**src/rtl/gpio_pkg.sv**
```systemverilog
package gpio_pkg;
  localparam int CFG_BITS = 7;
  localparam int SPI_PINS = 4;
  localparam int DATA_W   = 8;

  typedef struct packed {
    logic irq_en;
    logic irq_low;
    logic ttl;
    logic hsink;
    logic od;
    logic pu;
    logic oe;
  } pin_cfg_t;
endpackage

```
**src/rtl/gpio_in_sync.sv**
```systemverilog
module gpio_in_sync #(
  parameter int W      = 8,
  parameter int STAGES = 2
) (
  input  logic         clk,
  input  logic         rst,
  input  logic [W-1:0] d_i,
  output logic [W-1:0] q_o
);
  logic [W-1:0] st [STAGES];

  always_ff @(posedge clk) begin
    if (rst) begin
      for (int k = 0; k < STAGES; k++) st[k] <= '0;
    end else begin
      st[0] <= d_i;
      for (int k = 1; k < STAGES; k++) st[k] <= st[k-1];
    end
  end

  assign q_o = st[STAGES-1];
endmodule

```
**src/rtl/gpio_regfile.sv**
```systemverilog
module gpio_regfile
  import gpio_pkg::*;
#(
  parameter int NUM_PINS = 8,
  parameter int ADDR_W   = 4
) (
  input  logic                         clk,
  input  logic                         rst,
  input  logic                         wr_en,
  input  logic [ADDR_W-1:0]            addr,
  input  logic [DATA_W-1:0]            wdata,
  output logic [DATA_W-1:0]            rdata,
  input  logic [NUM_PINS-1:0]          pin_sync_i,
  output logic [NUM_PINS*CFG_BITS-1:0] cfg_o,
  output logic [NUM_PINS-1:0]          data_o,
  output logic [SPI_PINS-1:0]          spi_use_o
);
  localparam int IDX_W = (NUM_PINS > 1) ? $clog2(NUM_PINS) : 1;
  localparam logic [ADDR_W-1:0] A_DATA = ADDR_W'(NUM_PINS);
  localparam logic [ADDR_W-1:0] A_SPI  = ADDR_W'(NUM_PINS + 1);

  logic [CFG_BITS-1:0] cfg_q [NUM_PINS];
  logic [NUM_PINS-1:0] data_q;
  logic [SPI_PINS-1:0] use_q;
  logic                past_ok;

  always_ff @(posedge clk) begin
    if (rst) begin
      for (int p = 0; p < NUM_PINS; p++) cfg_q[p] <= '0;
      data_q  <= '0;
      use_q   <= '0;
      rdata   <= '0;
      past_ok <= 1'b0;
    end else begin
      past_ok <= 1'b1;
      if (wr_en) begin
        if (addr < A_DATA) cfg_q[addr[IDX_W-1:0]] <= wdata[CFG_BITS-1:0];
        else if (addr == A_DATA) data_q <= wdata[NUM_PINS-1:0];
        else if (addr == A_SPI) use_q <= wdata[SPI_PINS-1:0];
      end
      if (addr < A_DATA)       rdata <= {1'b0, cfg_q[addr[IDX_W-1:0]]};
      else if (addr == A_DATA) rdata <= DATA_W'(pin_sync_i);
      else if (addr == A_SPI)  rdata <= DATA_W'(use_q);
      else                     rdata <= '0;
    end
  end

  for (genvar p = 0; p < NUM_PINS; p++) begin : g_cfg
    assign cfg_o[p*CFG_BITS +: CFG_BITS] = cfg_q[p];
  end
  assign data_o    = data_q;
  assign spi_use_o = use_q;

  // reserved bit of a configuration read is always zero
  a_r2_rsvd_zero: assert property (@(posedge clk) disable iff (rst)
    past_ok && ($past(addr) < A_DATA) |-> (rdata[7] == 1'b0));
  // read data is cleared by reset
  a_r1_rdata_reset: assert property (@(posedge clk)
    $past(rst) |-> (rdata == '0));
endmodule

```
**src/rtl/gpio_pin_ctrl.sv**
```systemverilog
module gpio_pin_ctrl
  import gpio_pkg::*;
(
  input  logic                clk,
  input  logic                rst,
  input  logic [CFG_BITS-1:0] cfg_i,
  input  logic                data_i,
  input  logic                xtal_take_i,
  input  logic                spi_take_i,
  input  logic                spi_oe_i,
  input  logic                spi_out_i,
  output logic                pad_out_o,
  output logic                pad_oe_o,
  output logic                pad_pu_o,
  output logic                pad_hsink_o,
  output logic                pad_ttl_o,
  output logic                irq_en_o,
  output logic                irq_low_o
);
  pin_cfg_t c;
  logic     gpio_mode;
  logic     nx_out, nx_oe;
  logic     past_ok;

  assign c         = pin_cfg_t'(cfg_i);
  assign gpio_mode = !xtal_take_i && !spi_take_i;

  always_comb begin
    if (xtal_take_i) begin
      nx_oe  = 1'b0;
      nx_out = 1'b0;
    end else if (spi_take_i) begin
      nx_oe  = spi_oe_i;
      nx_out = spi_oe_i & spi_out_i;
    end else if (!c.oe) begin
      nx_oe  = 1'b0;
      nx_out = 1'b0;
    end else if (c.od) begin
      nx_oe  = !data_i;
      nx_out = 1'b0;
    end else begin
      nx_oe  = 1'b1;
      nx_out = data_i;
    end
  end

  always_ff @(posedge clk) begin
    if (rst) begin
      pad_out_o   <= 1'b0;
      pad_oe_o    <= 1'b0;
      pad_pu_o    <= 1'b0;
      pad_hsink_o <= 1'b0;
      pad_ttl_o   <= 1'b0;
      irq_en_o    <= 1'b0;
      irq_low_o   <= 1'b0;
      past_ok     <= 1'b0;
    end else begin
      past_ok     <= 1'b1;
      pad_out_o   <= nx_out;
      pad_oe_o    <= nx_oe;
      pad_pu_o    <= !xtal_take_i && c.pu;
      pad_hsink_o <= !xtal_take_i && c.hsink;
      pad_ttl_o   <= !xtal_take_i && c.ttl;
      irq_en_o    <= !xtal_take_i && c.irq_en;
      irq_low_o   <= !xtal_take_i && c.irq_low;
    end
  end

  // disabled driver in GPIO mode
  a_r5_oe_off: assert property (@(posedge clk) disable iff (rst)
    past_ok && $past(gpio_mode && !c.oe) |-> !pad_oe_o);
  // open drain with data 1 floats
  a_r4_od_hiz: assert property (@(posedge clk) disable iff (rst)
    past_ok && $past(gpio_mode && c.oe && c.od && data_i) |-> !pad_oe_o);
  // crystal takeover silences the pin
  a_r7_xtal_quiet: assert property (@(posedge clk) disable iff (rst)
    past_ok && $past(xtal_take_i) |-> !pad_oe_o && !pad_pu_o && !irq_en_o);
  // SPI takeover follows the peripheral enable
  a_r8_spi_follow: assert property (@(posedge clk) disable iff (rst)
    past_ok && $past(spi_take_i && !xtal_take_i) |-> (pad_oe_o == $past(spi_oe_i)));
  // no high output while undriven
  a_r10_out_needs_oe: assert property (@(posedge clk) disable iff (rst)
    pad_out_o |-> pad_oe_o);
endmodule

```
**src/rtl/gpio_port_ctrl.sv**
```systemverilog
module gpio_port_ctrl
  import gpio_pkg::*;
#(
  parameter int NUM_PINS     = 8,
  parameter int ADDR_W       = $clog2(NUM_PINS + 2),
  parameter int XTAL_IN_PIN  = 0,
  parameter int XTAL_OUT_PIN = 1,
  parameter int SPI_BASE     = 3
) (
  input  logic                clk,
  input  logic                rst,
  input  logic                reg_wr,
  input  logic [ADDR_W-1:0]   reg_addr,
  input  logic [7:0]          reg_wdata,
  output logic [7:0]          reg_rdata,
  input  logic                xtal_en,
  input  logic [3:0]          spi_oe,
  input  logic [3:0]          spi_out,
  input  logic [NUM_PINS-1:0] pad_in,
  output logic [NUM_PINS-1:0] pad_out,
  output logic [NUM_PINS-1:0] pad_oe,
  output logic [NUM_PINS-1:0] pad_pu,
  output logic [NUM_PINS-1:0] pad_hsink,
  output logic [NUM_PINS-1:0] pad_ttl,
  output logic [NUM_PINS-1:0] irq_en,
  output logic [NUM_PINS-1:0] irq_low
);
  logic [NUM_PINS*CFG_BITS-1:0] cfg_flat;
  logic [NUM_PINS-1:0]          data_q;
  logic [NUM_PINS-1:0]          pin_sync;
  logic [SPI_PINS-1:0]          spi_use;

  gpio_in_sync #(.W(NUM_PINS), .STAGES(2)) u_sync (
    .clk(clk), .rst(rst), .d_i(pad_in), .q_o(pin_sync)
  );

  gpio_regfile #(.NUM_PINS(NUM_PINS), .ADDR_W(ADDR_W)) u_regs (
    .clk(clk), .rst(rst), .wr_en(reg_wr), .addr(reg_addr),
    .wdata(reg_wdata), .rdata(reg_rdata), .pin_sync_i(pin_sync),
    .cfg_o(cfg_flat), .data_o(data_q), .spi_use_o(spi_use)
  );

  for (genvar i = 0; i < NUM_PINS; i++) begin : g_pin
    localparam bit IS_X = (i == XTAL_IN_PIN) || (i == XTAL_OUT_PIN);
    localparam bit IS_S = (i >= SPI_BASE) && (i < SPI_BASE + SPI_PINS);
    localparam int SLOT = IS_S ? (i - SPI_BASE) : 0;
    logic xt, st, so, sd;

    if (IS_X) begin : g_x
      assign xt = xtal_en;
    end else begin : g_nx
      assign xt = 1'b0;
    end

    if (IS_S) begin : g_s
      assign st = spi_use[SLOT];
      assign so = spi_oe[SLOT];
      assign sd = spi_out[SLOT];
    end else begin : g_ns
      assign st = 1'b0;
      assign so = 1'b0;
      assign sd = 1'b0;
    end

    gpio_pin_ctrl u_pin (
      .clk(clk), .rst(rst),
      .cfg_i(cfg_flat[i*CFG_BITS +: CFG_BITS]),
      .data_i(data_q[i]),
      .xtal_take_i(xt), .spi_take_i(st), .spi_oe_i(so), .spi_out_i(sd),
      .pad_out_o(pad_out[i]), .pad_oe_o(pad_oe[i]), .pad_pu_o(pad_pu[i]),
      .pad_hsink_o(pad_hsink[i]), .pad_ttl_o(pad_ttl[i]),
      .irq_en_o(irq_en[i]), .irq_low_o(irq_low[i])
    );
  end
endmodule

```
**config.mk**
```make
export PLATFORM = sky130hd
export DESIGN_NAME = gpio_port_ctrl
export DESIGN_NICKNAME = d
export VERILOG_FILES = /design/src/rtl/gpio_pkg.sv /design/src/rtl/gpio_in_sync.sv /design/src/rtl/gpio_regfile.sv /design/src/rtl/gpio_pin_ctrl.sv /design/src/rtl/gpio_port_ctrl.sv
export SDC_FILE = /design/constraint.sdc
export NUM_CORES = 1
export LEC_CHECK = 0
export ABC_AREA = 1
export BUFFER_PORTS_ARGS = -buffer_cell sky130_fd_sc_hd__buf_2
export CORE_ASPECT_RATIO = 0.75
export CORE_MARGIN = 5
export CORE_UTILIZATION = 40
export DETAILED_ROUTE_END_ITERATION = 8
export HOLD_SLACK_MARGIN = 0.15
export PLACE_DENSITY_LB_ADDON = 0.05
export SLEW_MARGIN = 20
export SYNTH_ARGS = -nofsm -noshare
export SYNTH_HDL_FRONTEND = slang
export SYNTH_SLANG_ARGS = --single-unit
```
**constraint.sdc**
```tcl
create_clock -name clk -period 3.9 [get_ports clk]
set_input_delay 0.195 -clock clk [delete_from_list [all_inputs] [get_ports clk]]
set_output_delay 0.195 -clock clk [all_outputs]
set_load 0.005 [all_outputs]
```
==> results <==
- The die boundary width is 149.9 um.
- At the later pin of the worst-skew pair, clock insertion delay measures 420 ps.
- The cell count after synthesis is 665.
- The clock edge transition at the registers on the reported setup and hold paths is 60 ps.
- Walking the worst path, the cells encountered are buf_2, nor2_1, nand2_1, inv_1, nand3_1, nand2_1.
- IR analysis of the VDD net gives a maximum drop of 0.2784 mV.
- Post-CTS repair changed the size of 0 cells.
- The busiest layer in global routing is met2.
- Counting flops and latches in the post-synthesis netlist gives 148.
- The fraction of met3 tracks used by global routing is 5.083%.
- The number of global-route vias before repair is 4179.
- Cells with a size suffix above 1 make up 18.18% of the layout.
- Once the floorplan was initialized, standard cells occupied 40.63% of the core.
- In this design, the stage delay of the slowest critical-path cell is 380 ps.
- The quantity of I/O buffers inserted on ports is 95.
- For this design the ratio of total power to cell area is 525.3 nW/um^2.
- The repair_antennas step left the layout with diodes totalling 0.
- The pre-antenna-repair detailed-routing pass consisted of 5 iterations.
- The per-cell routed wire length is 15.90 um.
- The mean cell area of the mapped netlist is 8.830 um^2.
- The setup TNS is 0 ps.
- Global routing consumed, on the met2 layer, 26.72% of the routing resources.
- The total grt overflow is 0.
- The most frequently used flop master after synthesis is sky130_fd_sc_hd__dfxtp_1.
- The number of max-slew violations in the final report is 0.
- The number of buffers and inverters on the critical path is 2.
- The combinational share of power is 6.9%.
- During I/O placement, the number of pins put on the boundary was 96.
- The DRC marker count from the first detailed-route iteration is 475.
- The total area inside the core boundary comes to 14450 um^2.
- The top cell type by area accounts for 31.37% of the synthesized area.
- Internal power comes to 2.852 mW.
- The global-route wire length before repair is 23290 um.
- The post-detailed-placement half-perimeter wirelength is 10530 um.
- The top cell types in the final layout, fill and taps aside, are sky130_fd_sc_hd__nor2_1, sky130_fd_sc_hd__nand2_1, sky130_fd_sc_hd__buf_2.
- The floorplan has 38 rows.
- The peak clock frequency supported by timing is 622.1 MHz.
- After clock tree synthesis, the setup repair step added 0 buffers.
- The share of synthesized flip-flops with an asynchronous set or reset is 0%.
- In the routed design, unresolved DRC markers number 0.
- After synthesis the cells add up to 5872 um^2.
- The worst max-slew margin expressed relative to the limit is 36.86%.
- In this run, CTS created clock tree buffers numbering 17.
- The arrival time of the worst setup path is 1690 ps.
- The switching power is 0.8266 mW.
- The worst hold path class is in -> reg.
- The number of hold-slack violations in the final timing report is 0.
- After synthesis, the netlist uses 22 different library cells.
- The final weighted congestion in routability-driven placement is 0.8112.
- Max-cap violations in this run came to 0.
- The worst setup path is launched from an input port.
- The clock root buffer is sky130_fd_sc_hd__clkbuf_16.
- The global-route track usage on met1 is 26.47%.
- Yosys attributes the largest share of cell area to sky130_fd_sc_hd__dfxtp_1, sky130_fd_sc_hd__edfxtp_1, sky130_fd_sc_hd__nor2_1.
- Entering global routing, the biggest net connects 49 pins.
- The minimum clock period after layout is 1607 ps.
- In this run the deepest clock path goes through 2 buffers.
- The final critical-path setup slack is 2293 ps.
- For the final database, setup skew stands at 5.528 ps.
- The post-layout net count is 767.
- The total detailed-routing wirelength is 15080 um.
- The count of nets left with antenna violations once routing finished came out at 0.
- At the pin with the least slew margin, the transition time is 946.1 ps.
- The die outline area is 17230 um^2.
- The post-placement setup slack is 1889 ps.
- The cell class contributing the biggest share of worst-path delay is simple AND/OR/NAND/NOR gates.
- In this run the vertical extent of the chip is 114.9 um.
- Along the worst path, the maximum fanout reaches 12.
- The CTS tree is built.
- At the end of the flow the core is filled with cells to 48.45%.
- Of the available clock period, the critical path in the final layout requires 41.22%.
- The worst setup path is captured at a flip-flop.
- The count of flip-flops with a built-in enable after synthesis is 56.
- The most numerous cell type found on the critical path is sky130_fd_sc_hd__nand2_1.
- Setup repair after global routing left no endpoint under its margin.
- The top cell type by total area after synthesis is sky130_fd_sc_hd__dfxtp_1.
- The yosys synthesis warning count is 0.
- The clock tree synthesis step divided the H-tree into 4 levels.
- Leaving out fill and tap cells, the most frequent cell in the layout is sky130_fd_sc_hd__nor2_1.
- Among all stages on the critical path, the largest delay is contributed by sky130_fd_sc_hd__nand2_1.
- Net switching is 22.47% of the power.
- The flow ran to the end, and the final reports show no timing, DRC or antenna violations.
- Summing over every cut layer, the via total after detailed routing is 4348.
- The share of total power dissipated in the clock network is 46.7%.
- The portion of total power attributed to sequential cells is 46.4%.
- The number of clock sinks is 148.
- Global routing consumed, over all layers together, 18.27% of the routing resources.
- The number of antenna violations at the first check in global routing came to 0.
- The portion of the post-synthesis area used by sequential elements is 60.00%.
- The count of final setup violators is 0.
- The synthesized net count is 697.
- The required time of the critical path is 3980 ps.
- In the routed layout, each cell is associated on average with a via count of 4.586.
- By startpoint and endpoint, the worst setup path is classified as in -> reg.
- Compared with the post-synthesis result, the final layout area differs by 19.26%.
- The cell leakage power is 3.295 nW.
## repair_timing
item | in CTS | in global routing
endpoints found under the hold margin | 28 | 0
hold buffers | 27 | 0
endpoints found under the setup margin | 0 | 0
## synthesized netlist by cell type, types with 4 or more instances
cell type / instances
sky130_fd_sc_hd__o21ai_0: 10
sky130_fd_sc_hd__nand3_1: 52
sky130_fd_sc_hd__clkinv_1: 6
sky130_fd_sc_hd__buf_4: 58
sky130_fd_sc_hd__edfxtp_1: 56
sky130_fd_sc_hd__a21oi_1: 12
sky130_fd_sc_hd__inv_1: 85
sky130_fd_sc_hd__dfxtp_1: 92
sky130_fd_sc_hd__buf_2: 7
sky130_fd_sc_hd__buf_1: 4
sky130_fd_sc_hd__o211ai_1: 8
sky130_fd_sc_hd__nor2_1: 148
sky130_fd_sc_hd__nand2_1: 108
## cells by family after synthesis
family / synth area share [%]
AOI/OAI and AO/OA: 2.983
DFF: 60.00
buffers and inverters: 14.47
and+or+nand+nor: 22.54
## power by group through the flow
stage,registers (mW),clock network [mW],logic (mW)
5_1_grt,1.72,1.83,0.282
6_report,1.71,1.72,0.252
3_3_place_gp,1.74,0,0.233
4_1_cts,1.71,1.75,0.254
2_1_floorplan,1.73,0,0.164
3_5_place_dp,1.74,0,0.233
## worst paths after layout
path | start | end | slack, ps | cells after the start
max | rst | u_regs.cfg_q[1][5] | 2290 | 6
max reg2reg | u_regs.spi_use_o[2] | g_pin[5].u_pin.pad_out_o | 2620 | 3
min reg2reg | u_sync.st[0][0] | u_sync.st[0][8] | 400 | 2
min | rst | g_pin[4].u_pin.pad_pu_o | 160 | 2
## state kept, by name (all words and copies together) (netlist names)
register                 cells
u_regs.cfg_q                56
u_sync.st                   16
g_pin.u_pin.irq_en_o         8
g_pin.u_pin.irq_low_o        8
g_pin.u_pin.pad_hsink_o      8
g_pin.u_pin.pad_oe_o         8
g_pin.u_pin.pad_out_o        8
g_pin.u_pin.pad_pu_o         8
g_pin.u_pin.pad_ttl_o        8
u_regs.data_o                8
u_regs.rdata                 8
u_regs.spi_use_o             4
## through the flow
stage	hold WS [ps]	instance area, um^2	total power, mW	std cells
after detailed placement	395.9	6108	1.974	889
after floorplan	302.0	5872	1.894	665
after global routing	169.5	7003	3.827	948
final	159.8	7003	3.679	948
after global placement	393.2	6108	1.974	889
after CTS	150.3	7003	3.709	948
## routing by layer
metal	routed length, um	vias up
li1	-	2152
met1	7105	2012
met2	6566	166
met3	1233	18
met4	172	0
met5	0	-
## layout make-up
class	instances	area (um^2)
inverter	94	352.8
timing repair buffer	123	753.2
tap	200	250.2
clock inverter	13	181.4
multi-input combinational	351	1499
fill	1487	7451
sequential	148	3523
clock buffer	19	442.9
(Power assumes the default switching activity.)
